$ cat src/rtl/bkpt_pkg.sv
package bkpt_pkg;

  localparam int CFG_W   = 16;
  localparam int N_SLOT  = 4;
  localparam int N_HIT   = N_SLOT + 1;
  localparam int N_CAUSE = N_HIT + 2;
  localparam int CAUSE_W = $clog2(N_CAUSE);

  // Control-word field positions
  localparam int EN_LO   = 0;
  localparam int MODE_LO = 4;
  localparam int Q2_LO   = 7;
  localparam int Q3_LO   = 9;
  localparam int FLOW_B  = 11;
  localparam int STEP_B  = 12;

  localparam logic [2:0] CTRL_ADDR = 3'd4;

  typedef enum logic [2:0] {
    PAIR_PP     = 3'd0,
    PAIR_PD     = 3'd1,
    PAIR_DD     = 3'd2,
    PAIR_PRANGE = 3'd3,
    PAIR_DRANGE = 3'd4
  } pairMode_e;

  // Strobes from control to datapath
  typedef struct packed {
    logic [N_SLOT-1:0] loadSlot;
    logic [N_SLOT-1:0] slotOn;
    logic [1:0]        pairIsData;
    logic              rangeOn;
    logic              rangeIsData;
    logic [1:0]        qual2;
    logic [1:0]        qual3;
  } cmpCtl_t;

  function automatic logic qualOk(input logic [1:0] q, input logic isWrite);
    case (q)
      2'd1:    return !isWrite;
      2'd2:    return isWrite;
      2'd3:    return 1'b1;
      default: return 1'b0;
    endcase
  endfunction

endpackage

$ cat src/rtl/bkpt_datapath.sv
module bkpt_datapath
  import bkpt_pkg::*;
#(
  parameter int ADDR_W = 16
) (
  input  logic              clk,
  input  logic              rstN,
  input  cmpCtl_t           ctl,
  input  logic [ADDR_W-1:0] cfgValue,
  input  logic              fetchValid,
  input  logic [ADDR_W-1:0] fetchPc,
  input  logic              dataValid,
  input  logic [ADDR_W-1:0] dataAddr,
  input  logic              dataWrite,
  output logic [N_HIT-1:0]  hits
);

  logic [ADDR_W-1:0] slotVal [N_SLOT];

  // Compare-value registers, one per slot
  for (genvar k = 0; k < N_SLOT; k++) begin : g_val
    always_ff @(posedge clk or negedge rstN) begin
      if (!rstN)                 slotVal[k] <= '0;
      else if (ctl.loadSlot[k])  slotVal[k] <= cfgValue;
    end
  end

  // Fetch-only slots
  for (genvar k = 0; k < 2; k++) begin : g_prog
    assign hits[k] = ctl.slotOn[k] & fetchValid & (fetchPc == slotVal[k]);
  end

  // Combined slots: fetch or data, per pair mode
  for (genvar k = 2; k < N_SLOT; k++) begin : g_comb
    logic [1:0] qual;
    logic       progHit;
    logic       dataHit;
    assign qual    = (k == 2) ? ctl.qual2 : ctl.qual3;
    assign progHit = fetchValid & (fetchPc == slotVal[k]);
    assign dataHit = dataValid & (dataAddr == slotVal[k]) & qualOk(qual, dataWrite);
    assign hits[k] = ctl.slotOn[k] & (ctl.pairIsData[k-2] ? dataHit : progHit);
  end

  // Masked range: slot 2 base, slot 3 mask
  logic [ADDR_W-1:0] rangeMask;
  logic              rangeProg;
  logic              rangeData;
  assign rangeMask = slotVal[3];
  assign rangeProg = fetchValid & (((fetchPc ^ slotVal[2]) & rangeMask) == '0);
  assign rangeData = dataValid & qualOk(ctl.qual2, dataWrite)
                   & (((dataAddr ^ slotVal[2]) & rangeMask) == '0);
  assign hits[N_SLOT] = ctl.rangeOn & (ctl.rangeIsData ? rangeData : rangeProg);

endmodule

$ cat src/rtl/bkpt_control.sv
module bkpt_control
  import bkpt_pkg::*;
(
  input  logic               clk,
  input  logic               rstN,
  input  logic               cfgWe,
  input  logic [2:0]         cfgAddr,
  input  logic [CFG_W-1:0]   cfgData,
  input  logic               fetchValid,
  input  logic               flowChange,
  input  logic               clearIn,
  input  logic [N_HIT-1:0]   hits,
  output cmpCtl_t            ctl,
  output logic               breakReq,
  output logic [CAUSE_W-1:0] breakCause
);

  logic [N_SLOT-1:0] enReg;
  logic [2:0]        modeReg;
  logic [1:0]        q2Reg;
  logic [1:0]        q3Reg;
  logic              flowEn;
  logic              stepArmed;
  logic              ctrlWrite;

  assign ctrlWrite = cfgWe && (cfgAddr == CTRL_ADDR);

  always_ff @(posedge clk or negedge rstN) begin
    if (!rstN) begin
      enReg   <= '0;
      modeReg <= '0;
      q2Reg   <= '0;
      q3Reg   <= '0;
      flowEn  <= 1'b0;
    end else if (ctrlWrite) begin
      enReg   <= cfgData[EN_LO +: N_SLOT];
      modeReg <= cfgData[MODE_LO +: 3];
      q2Reg   <= cfgData[Q2_LO +: 2];
      q3Reg   <= cfgData[Q3_LO +: 2];
      flowEn  <= cfgData[FLOW_B];
    end
  end

  // Single-step arm: clear > arm > consume
  always_ff @(posedge clk or negedge rstN) begin
    if (!rstN)                             stepArmed <= 1'b0;
    else if (clearIn)                      stepArmed <= 1'b0;
    else if (ctrlWrite && cfgData[STEP_B]) stepArmed <= 1'b1;
    else if (fetchValid)                   stepArmed <= 1'b0;
  end

  // Mode decode into comparator strobes
  always_comb begin
    ctl = '0;
    for (int k = 0; k < N_SLOT; k++)
      ctl.loadSlot[k] = cfgWe && (cfgAddr == 3'(k));
    ctl.slotOn[1:0] = enReg[1:0];
    ctl.qual2       = q2Reg;
    ctl.qual3       = q3Reg;
    case (modeReg)
      PAIR_PP: ctl.slotOn[3:2] = enReg[3:2];
      PAIR_PD: begin
        ctl.slotOn[3:2] = enReg[3:2];
        ctl.pairIsData  = 2'b10;
      end
      PAIR_DD: begin
        ctl.slotOn[3:2] = enReg[3:2];
        ctl.pairIsData  = 2'b11;
      end
      PAIR_PRANGE: ctl.rangeOn = enReg[2];
      PAIR_DRANGE: begin
        ctl.rangeOn     = enReg[2];
        ctl.rangeIsData = 1'b1;
      end
      default: ;
    endcase
  end

  // Cause collection and lowest-first priority
  logic [N_CAUSE-1:0] causeVec;
  logic [CAUSE_W-1:0] winner;
  assign causeVec = {stepArmed & fetchValid, flowEn & fetchValid & flowChange, hits};

  always_comb begin
    winner = '0;
    for (int i = N_CAUSE - 1; i >= 0; i--)
      if (causeVec[i]) winner = CAUSE_W'(i);
  end

  always_ff @(posedge clk or negedge rstN) begin
    if (!rstN) begin
      breakReq   <= 1'b0;
      breakCause <= '0;
    end else if (clearIn || causeVec == '0) begin
      breakReq   <= 1'b0;
      breakCause <= '0;
    end else begin
      breakReq   <= 1'b1;
      breakCause <= winner;
    end
  end

endmodule

$ cat src/rtl/bkpt_unit.sv
module bkpt_unit
  import bkpt_pkg::*;
#(
  parameter int ADDR_W = 16
) (
  input  logic              clk,
  input  logic              rstN,
  input  logic              cfgWe,
  input  logic [2:0]        cfgAddr,
  input  logic [15:0]       cfgData,
  input  logic              fetchValid,
  input  logic [ADDR_W-1:0] fetchPc,
  input  logic              flowChange,
  input  logic              dataValid,
  input  logic [ADDR_W-1:0] dataAddr,
  input  logic              dataWrite,
  input  logic              clearIn,
  output logic              breakReq,
  output logic [2:0]        breakCause
);

  cmpCtl_t          ctl;
  logic [N_HIT-1:0] hits;

  bkpt_control u_ctl (
    .clk       (clk),
    .rstN      (rstN),
    .cfgWe     (cfgWe),
    .cfgAddr   (cfgAddr),
    .cfgData   (cfgData),
    .fetchValid(fetchValid),
    .flowChange(flowChange),
    .clearIn   (clearIn),
    .hits      (hits),
    .ctl       (ctl),
    .breakReq  (breakReq),
    .breakCause(breakCause)
  );

  bkpt_datapath #(.ADDR_W(ADDR_W)) u_dp (
    .clk       (clk),
    .rstN      (rstN),
    .ctl       (ctl),
    .cfgValue  (cfgData[ADDR_W-1:0]),
    .fetchValid(fetchValid),
    .fetchPc   (fetchPc),
    .dataValid (dataValid),
    .dataAddr  (dataAddr),
    .dataWrite (dataWrite),
    .hits      (hits)
  );

endmodule

$ cat config.mk
export PLATFORM = sky130hd
export DESIGN_NAME = bkpt_unit
export DESIGN_NICKNAME = d
export VERILOG_FILES = /design/src/rtl/bkpt_pkg.sv /design/src/rtl/bkpt_datapath.sv /design/src/rtl/bkpt_control.sv /design/src/rtl/bkpt_unit.sv
export SDC_FILE = /design/constraint.sdc
export NUM_CORES = 1
export LEC_CHECK = 0
export BUFFER_PORTS_ARGS = -buffer_cell sky130_fd_sc_hd__buf_2
export CAP_MARGIN = 20
export CORE_ASPECT_RATIO = 1.75
export CORE_UTILIZATION = 29
export CTS_BUF_LIST = sky130_fd_sc_hd__clkbuf_8
export DETAILED_ROUTE_END_ITERATION = 8
export GPL_TIMING_DRIVEN = 0
export PLACE_DENSITY_LB_ADDON = 0.08
export SLEW_MARGIN = 25
export SYNTH_ARGS = -nofsm -noshare
export SYNTH_HDL_FRONTEND = slang
export SYNTH_SLANG_ARGS = --single-unit
$ cat constraint.sdc
create_clock -name clk -period 1.8 [get_ports clk]
set_input_delay 0.27 -clock clk [delete_from_list [all_inputs] [get_ports clk]]
set_output_delay 0.27 -clock clk [all_outputs]
set_load 0.1 [all_outputs]
**After elaboration in Yosys (flattened, before gate mapping)**

Cells that the tools add are included.

- Reduce and logical (&&, ||, !) cells: 16
- Equal/unequal tests: 20
- Bitwise gates (word level): 23
- Muxes and demuxes: 21

Operators with widths:

| kind | count |
|---|---|
| == test 16 bit | 6 |
| AND 16 bit | 2 |
| logical NOT 16 bit | 2 |
| bitwise XOR 16 bit | 2 |
| two-way mux 3 bit | 8 |
| AND 1 bit | 19 |
| == test 3 x 2 -> 1 bit, second input constant | 4 |
| two-way mux 1 bit | 9 |
| == test 2 bit, second input constant | 4 |
| logical NOT 7 bit | 1 |
| == test 3 x 1 -> 1 bit, second input constant | 2 |
| == test 3 bit, second input constant | 2 |
| logical AND 1 bit | 6 |
| logical NOT 3 bit | 2 |
| one-hot mux 1 bit (3 select lines) | 2 |
| == test 2 x 1 -> 1 bit, second input constant | 2 |
| one-hot mux 2 bit (2 select lines) | 1 |
| nonzero test 3 bit | 1 |
| OR reduction 3 bit | 1 |
| two-way mux 2 bit | 1 |
| OR reduction 2 bit | 1 |
| logical NOT 1 bit | 1 |
| logical OR 1 bit | 1 |

- Logic and storage cells: 92
- Bits of input ports: 59
- Output and inout port bits: 4
- Register bits after elaboration: 81

**Longest topological paths before layout**

Gate-level depths: netlist of the first run.

- Depth in word-level cells: 12
- Depth in mapped cells: 8
- Gate-level depth less buffers: 8

**Hierarchy**

A second synthesis of the first run with hierarchy kept.

- Cells, all modules: 371
- Area total of the unflattened synthesis: 4551.9 µm²

By module, submodules not included:

| module | area each (µm²) | cells an instance | times used |
|---|---|---|---|
| bkpt_datapath | 3706.1 | 307 | 1 |
| bkpt_control | 845.8 | 64 | 1 |

**Worst setup path after synthesis of the first run**

OpenSTA, ideal clock, no wires.

- Path kind: reg-to-reg
- Start point: register u_dp.slotVal[28] (netlist name)
- End point: register u_ctl.breakCause[0]
- Required time: 1.680 ns
- Clock period less this slack: 1.906 ns
- Arrival time: 1.786 ns
- Setup slack: -0.106 ns
- Cell stages (with the launch flop): 9
- Cells stage by stage: dfrtp_1 > xor2_1 > a222oi_1 > nand3_1 > a2111oi_2 > o22ai_1 > a21boi_1 > nor2b_1 > o211a_1

- Longest elaborated chain between the ends: 12

Ends and longest elaborated chain:

| item | line | RTL |
|---|---|---|
| from (decl) | bkpt_datapath.sv:18 | `logic [ADDR_W-1:0] slotVal [N_SLOT];` |
| from (signal, indexed assignment) | bkpt_datapath.sv:24 | `else if (ctl.loadSlot[k]) slotVal[k] <= cfgValue;` |
| bitwise XOR 16 bit (on tied branches) | bkpt_datapath.sv:49, bkpt_datapath.sv:51 |  |
| AND 16 bit (on tied branches) | bkpt_datapath.sv:49, bkpt_datapath.sv:51 |  |
| logical NOT 16 bit (on tied branches) | bkpt_datapath.sv:49, bkpt_datapath.sv:51 |  |
| AND 1 bit (on tied branches) | bkpt_datapath.sv:49, bkpt_datapath.sv:51 |  |
| two-way mux 1 bit | bkpt_datapath.sv:52 | `assign hits[N_SLOT] = ctl.rangeOn & (ctl.rangeIsData ? rangeData : rangeProg);` |
| AND 1 bit | bkpt_datapath.sv:52 |  |
| two-way mux 3 bit (5 in a row) | bkpt_control.sv:87 | `if (causeVec[i]) winner = CAUSE_W'(i);` |
| two-way mux 3 bit * | bkpt_control.sv:94 | `end else if (clearIn \|\| causeVec == '0) begin` |
| to (signal assigned) | bkpt_control.sv:99 | `breakCause <= winner;` |
| to (decl) | bkpt_control.sv:15 | `output logic [CAUSE_W-1:0] breakCause` |

Mark *: on every way between the ends. The rest lies on a longest branch, timed or not.
A chain may end at the register's enable or synchronous reset.

**Worst setup path in the final report of the first run**

- Start point: register u_dp.slotVal, in the netlist u_dp.rangeMask[12]
- End point: register u_ctl.breakCause[0]

- Longest elaborated chain between the ends: 11

Ends and longest elaborated chain:

| item | line |
|---|---|
| AND 16 bit (on tied branches) | bkpt_datapath.sv:49, bkpt_datapath.sv:51 |
| logical NOT 16 bit (on tied branches) | bkpt_datapath.sv:49, bkpt_datapath.sv:51 |
| AND 1 bit (on tied branches) | bkpt_datapath.sv:49, bkpt_datapath.sv:51 |
| two-way mux 1 bit | bkpt_datapath.sv:52 |
| AND 1 bit | bkpt_datapath.sv:52 |
| two-way mux 3 bit (5 in a row) | bkpt_control.sv:87 |
| two-way mux 3 bit * | bkpt_control.sv:94 |

Marks and branches as above.

==> metrics, run 1 <==
Die Width 95.6 um; leakage 2.31 nW; flop and latch count out of synthesis 81; switching part of the total 0.356; clock latency on the worst-skew pair 0.37 ns; initial antenna violation count 0; number of global-route vias before repair 3,394; fin crit share 1.20; asr flop ratio synth 1.00; Detailed Place HPWL 12,300 um; Ys Warns 0; diode count 0; final wirelength 15,200 um; Num CTS Buffers 9; largest net degree at the start of global routing 43; Core ar. 0.0149 mm^2; ys flop type dfrtp_1; clk root buf clkbuf_8; total power 0.00580 W; Netlist cell types 40; Hold WC Path Type in -> reg; setup TNS -1.15 ns; Pint 0.00374 W; Rel. slew slack 0.485; RR Endpoint u_ctl.breakCause[0]; switching power total 0.00206 W; R2R setup slack -0.37 ns; Critical Path RT 2.11 ns; Wirelength per Cell 24.0 um; Vias/cell 5.05; Layout Skew 0.0115 ns; final net count 504; TritonCTS clock tree done; Starting Density 0.298; GRT overflow 0; CP Class reg -> reg; Place WS -0.585 ns; first-pass GRT wire length 22,400 um; Mean Syn Cell Area 12.3 um^2; IO Count 63; drc violations 0; PortBufs 62; Seq/Total Area, Yosys 0.456; Area growth syn-to-layout 22.3%; Post-DRT Antenna Nets 0; Vias 3,196; Setup crit start kind flip-flop; Placement Rows 59; Hold Vio Cnt, Final 0; hold depth 2; EDFF count, synth 0; peak supply drop 0.389 mV; htree depth 3; Net Count, Synth 422; Mapped Cells 363; RSZ-0062 raised after global routing yes; Worst Path Arrival 2.48 ns; hold path start clearIn; fillers 1,531; final worst slack -0.369 ns; share of cells above drive strength 1 0.398; Iteration-0 DRC Markers 124; post-synthesis mux area share 0.195; main combinational cell family by area after synthesis multiplexers; clock buffer depth 2; setup violators final 4; CTS sink cnt 81; post-synthesis xor/xnor area fraction 0.189; Final min period 2.17 ns; R2R depth 7; power per cell area 1070 mW/mm^2; CP Max Fanout 3; worst r2r src u_dp.rangeMask[12]; Final Non-Filler Cells 633; chip height 166 um; status complete, but fails checks; Netlist Area Pre-Place 0.00445 mm^2; number of max-cap violations 0; GRT Total Usage 0.204; max-slew violation count 0; Sequential Power Share 0.453; routability cong. 0.882; Post-Synth Simple-Gate Area 0.0998; post-synthesis compound-gate area fraction 0.0537; Die Area 0.0159 mm^2; Post-Place Cells 609; clock power share 0.250; Slew @ Worst Pin 0.772 ns; total iterations of the first detailed-routing run 4; fmax 0.461 GHz; combinational power share 0.297; Worst Setup End Kind flip-flop; adder-cell share of the synthesized area 0; failing checks negative setup slack; Hold Path End u_ctl.stepArmed; Clock Pin Slew Worst Setup and Hold Paths 0.09 ns
## flip-flops by register name, summed over array words and instances, names as in the netlist
name	cells
u_dp.rangeMask	16
u_ctl.modeReg	3
u_ctl.breakReq	1
u_ctl.q3Reg	2
u_ctl.flowEn	1
u_ctl.stepArmed	1
u_ctl.enReg	4
u_ctl.q2Reg	2
u_dp.slotVal	48
u_ctl.breakCause	3
## area by class of cell
class                           count  area, um^2  share of cell area
Multi-Input combinational cell    274        2520               0.463
Sequential cell                    81        2040               0.374
Timing Repair Buffer               71         407              0.0747
Tap cell                          183         229              0.0421
Clock buffer                       12         165              0.0303
Clock inverter                      4        50.0             0.00920
Buffer                              7        31.3             0.00575
Inverter                            1        3.75            0.000690
## Yosys cell counts, types with 2 or more instances
cell      count  area (um^2)
or3_1         2         12.5
mux2_1       18          203
nor4_1       14         87.6
xnor2_1      17          149
nor4bb_1      2         20.0
nor3_1        9         45.0
clkbuf_1      6         22.5
a22oi_1      12         90.1
o21ai_0       2         10.0
nor2_1        6         22.5
mux2_2       59          664
nand4_1      10         62.6
nand2_1      10         37.5
xor2_1       79          692
a222oi_1      2         20.0
dfrtp_1      81         2030
nand3_1       8         40.0
a21oi_1       3         15.0
nor2b_1       2         12.5
## how the worst max path moves through the flow
stage,start,end
CTS,u_dp.rangeMask[12],u_ctl.breakCause[0]
global placement,cfgAddr[1],u_ctl.modeReg[0]
detailed placement,cfgAddr[1],u_dp.slotVal[37]
global route,u_dp.slotVal[27],u_ctl.breakCause[0]
floorplan,u_dp.rangeMask[9],u_ctl.breakCause[0]
finish,u_dp.rangeMask[12],u_ctl.breakCause[0]
## critical path: stages, from the launching register on
cell     delay, ns
dfrtp_2       0.43
xor2_1        0.15
nor4_2        0.41
nand3_1       0.12
o41a_1        0.45
and2_4        0.18
a41oi_4       0.20
o211a_1       0.17
## per-stage QoR
stage | instance area, um^2 | util | hold slack, ns
4_1_cts | 5410 | 0.363 | 0.0902
3_3_place_gp | 5000 | 0.335 | 0.461
6_report | 5440 | 0.365 | 0.107
3_5_place_dp | 5030 | 0.338 | 0.214
2_1_floorplan | 4460 | - | -0.0256
5_1_grt | 5440 | 0.365 | 0.0929
## power groups by stage
stage	clock network (W)	logic, W	registers [W]
global placement	0	0.00158	0.00266
CTS	0.00151	0.00171	0.00263
global route	0.00159	0.00183	0.00268
floorplan	0	0.000968	0.00255
detailed placement	0	0.00157	0.00267
finish	0.00145	0.00172	0.00263
## layout by cell type (no fill, tap or decap), drive strengths merged, types with 2 or more instances in the layout
cell and instances:
nand4 10, a2111oi 2, nor4b 2, a22oi 12, or3 2, nor2b 3
buf 71, xor2 79, a222oi 2, xnor2 17, nor4bb 2, o21ai 2
mux2 77, nor3 10, nand2 10, nand3 8, dfrtp 81, nor4 14
nor2 6, clkinvlp 2, clkbuf 18, a21oi 3
## timing repair
item	CTS	global route
hold endpoints to repair	39	0
setup buffers	5	2
setup endpoints to repair	34	10
hold buffers	1	0
pin swaps	7	9
resized for setup	21	7
## metal layers
metal  global-route usage  up-vias  routed length (um)
li1                     -     1485                   -
met1                0.235     1611                5850
met2                0.369       78                8390
met3               0.0266       22                 453
met4               0.0766        0                 470
met5                    0        -                   0
## logic make-up (layout without fill, tap and decap cells)
logic type	count (synthesis)	in the layout
AO/OA/AOI/OAI	28	28
AND/OR/NAND/NOR	73	73
buffers and inverters	8	95
flip-flops	81	81
XOR/XNOR	96	96
multiplexers	77	77
Power figures use the tool's default switching activity.
==> run 2: changes to the inputs <==
--- a/config.mk
+++ b/config.mk
@@ -13,6 +13,7 @@
 export DETAILED_ROUTE_END_ITERATION = 8
 export GPL_TIMING_DRIVEN = 0
 export PLACE_DENSITY_LB_ADDON = 0.08
+export SETUP_SLACK_MARGIN = 0.1
 export SLEW_MARGIN = 25
 export SYNTH_ARGS = -nofsm -noshare
 export SYNTH_HDL_FRONTEND = slang
==> run 2 against run 1 <==
  * The flow still finishes with violations (negative setup slack)
  * Via count down 1.0%
  * Final cell count down 0.47%
  * Sequential power about the same
  * First-iteration DRC count up 19%
  * Setup slack better by 0.021 ns
  * Hold slack worse by 0.010 ns
  * Global-route usage about the same
  * Core utilization down 0.32 points
  * Clock power down 12%
  * Critical path depth up 1
  * Combinational power down 3%
  * Die area unchanged
  * Highest routed layer unchanged
==> metrics, run 2 (synthesis gave the netlist of run 1 again) <==
hold path start clearIn (unchanged); setup violators final 4 (unchanged); Clock Pin Slew Worst Setup and Hold Paths 0.09 ns (about the same); share of cells above drive strength 1 0.387 (was 0.398); clk root buf clkbuf_8 (unchanged); Area growth syn-to-layout 21.3% (was 22.3%); largest net degree at the start of global routing 48 (was 43); RR Endpoint u_ctl.breakCause[0] (unchanged); Final min period 2.15 ns (was 2.17 ns); clock power share 0.230 (was 0.250); R2R setup slack -0.35 ns (was -0.37 ns); status complete, but fails checks (unchanged); number of max-cap violations 0 (unchanged); Wirelength per Cell 24.2 um (was 24.0 um); TritonCTS clock tree done (unchanged); Setup crit start kind flip-flop (unchanged); leakage 2.29 nW (was 2.31 nW); R2R depth 8 (was 7); combinational power share 0.298 (was 0.297); Vias 3,163 (was 3,196); worst r2r src u_dp.slotVal[21] (was u_dp.rangeMask[12]); Num CTS Buffers 9 (unchanged); Placement Rows 59 (unchanged); PortBufs 62 (unchanged); fillers 1,533 (was 1,531); Hold WC Path Type in -> reg (unchanged); Rel. slew slack 0.521 (was 0.485); routability cong. 0.987 (was 0.882); drc violations 0 (unchanged); Worst Path Arrival 2.46 ns (was 2.48 ns); final wirelength 15,300 um (was 15,200 um); area of the multi-input gates 0.00252 mm^2 (about the same); switching part of the total 0.369 (was 0.356); htree depth 3 (unchanged); Die Area 0.0159 mm^2 (unchanged); Slew @ Worst Pin 0.718 ns (was 0.772 ns); final net count 501 (was 504); Post-Place Cells 609 (unchanged); Pint 0.00353 W (was 0.00374 W); max-slew violation count 0 (unchanged); FF/Latch Area 0.00203 mm^2 (was 0.00204 mm^2); first-pass GRT wire length 22,600 um (was 22,400 um); fmax 0.466 GHz (was 0.461 GHz); CTS sink cnt 81 (unchanged); Detailed Place HPWL 12,300 um (about the same); total iterations of the first detailed-routing run 4 (unchanged); Reg with most FFs u_dp.slotVal (unchanged); peak supply drop 0.410 mV (was 0.389 mV); GRT Total Usage 0.204 (about the same); Final Non-Filler Cells 630 (was 633); Starting Density 0.298 (unchanged); Largest register FFs 48 (unchanged); Layout Skew 0.0113 ns (was 0.0115 ns); diode count 0 (unchanged); Core ar. 0.0149 mm^2 (unchanged); power per cell area 1040 mW/mm^2 (was 1070 mW/mm^2); number of global-route vias before repair 3,469 (was 3,394); Worst Setup End Kind flip-flop (unchanged); Hold Vio Cnt, Final 0 (unchanged); Hold Path End u_ctl.breakReq (was u_ctl.stepArmed); CP Max Fanout 3 (unchanged); switching power total 0.00206 W (about the same); Iteration-0 DRC Markers 147 (was 124); Sequential Power Share 0.473 (was 0.453); hold depth 2 (unchanged); final worst slack -0.348 ns (was -0.369 ns); most frequent cells in the layout xor2_1 (77), dfrtp_1 (77), buf_2 (62) (was xor2_1 (77), dfrtp_1 (74), buf_2 (62)); RSZ-0062 raised after global routing yes (unchanged); failing checks negative setup slack (unchanged); fin crit share 1.19 (was 1.20); CP Class reg -> reg (unchanged); GRT overflow 0 (unchanged); chip height 166 um (unchanged); Critical Path RT 2.11 ns (about the same); clock buffer depth 2 (unchanged); initial antenna violation count 0 (unchanged); Vias/cell 5.02 (was 5.05); Die Width 95.6 um (unchanged); clock latency on the worst-skew pair 0.37 ns (about the same); IO Count 63 (unchanged); Post-DRT Antenna Nets 0 (unchanged); total power 0.00560 W (was 0.00580 W)
-- run 2: layout make-up --
class                           count  area share
Buffer                              7     0.00626
Clock buffer                       11      0.0281
Clock inverter                      5     0.00580
Inverter                            1    0.000696
Multi-Input combinational cell    274       0.467
Sequential cell                    81       0.377
Tap cell                          183      0.0424
Timing Repair Buffer               68      0.0735
-- run 2: what timing repair did --
| item | CTS | global route |
|---|---|---|
| resized for setup | 16 | 8 |
| setup endpoints to repair | 34 | 14 |
| hold buffers | 1 | 0 |
| buffers inserted | 1 | 3 |
| hold endpoints to repair | 34 | 0 |
| pin swaps | 6 | 4 |
-- run 2: power groups by stage --
stage | clock network (W) | logic [W] | registers, W
after floorplan | 0 | 0.000969 | 0.00255
after global placement | 0 | 0.00158 | 0.00267
after detailed placement | 0 | 0.00157 | 0.00268
after CTS | 0.00133 | 0.00166 | 0.00265
after global routing | 0.00140 | 0.00180 | 0.00271
final | 0.00128 | 0.00167 | 0.00265
-- run 2: worst max path at each step --
stage                 startpoint  slack [ns]                  end
5_1_grt         u_dp.slotVal[21]       -0.40  u_ctl.breakCause[0]
6_report        u_dp.slotVal[21]       -0.35  u_ctl.breakCause[0]
3_5_place_dp          cfgAddr[1]       -0.65     u_dp.slotVal[46]
2_1_floorplan  u_dp.rangeMask[9]      -0.007  u_ctl.breakCause[0]
3_3_place_gp          cfgAddr[1]       -0.84       u_ctl.q3Reg[0]
4_1_cts         u_dp.slotVal[27]       -0.34  u_ctl.breakCause[0]
-- run 2: critical path: stages, from the launching register on --
cell	delay, ns
dfrtp_1	0.40
xor2_1	0.19
a222oi_1	0.36
nand3_1	0.17
a2111oi_4	0.33
o22ai_2	0.17
nor2b_4	0.17
a41oi_4	0.13
o211a_1	0.18
-- run 2: routing by layer --
metal  up-vias  wire length, um  GRT usage  share of wire
li1       1471                -          -              -
met1      1592             5900      0.234           0.39
met2        76             8290      0.364           0.54
met3        24              459     0.0302          0.030
met4         0              599     0.0863          0.039
met5         -                0          0              0
-- run 2: stage by stage --
| step | hold slack (ns) | util | setup TNS (ns) | instance area (um^2) | setup slack [ns] |
|---|---|---|---|---|---|
| 2_1_floorplan | -0.0256 | - | -0.00659 | 4460 | -0.00659 |
| 3_3_place_gp | 0.462 | 0.335 | -48.05 | 5000 | -0.841 |
| 3_5_place_dp | 0.192 | 0.339 | -21.48 | 5050 | -0.646 |
| 4_1_cts | 0.0895 | 0.358 | -0.978 | 5330 | -0.340 |
| 5_1_grt | 0.0930 | 0.362 | -1.21 | 5400 | -0.401 |
| 6_report | 0.0968 | 0.362 | -0.975 | 5400 | -0.348 |
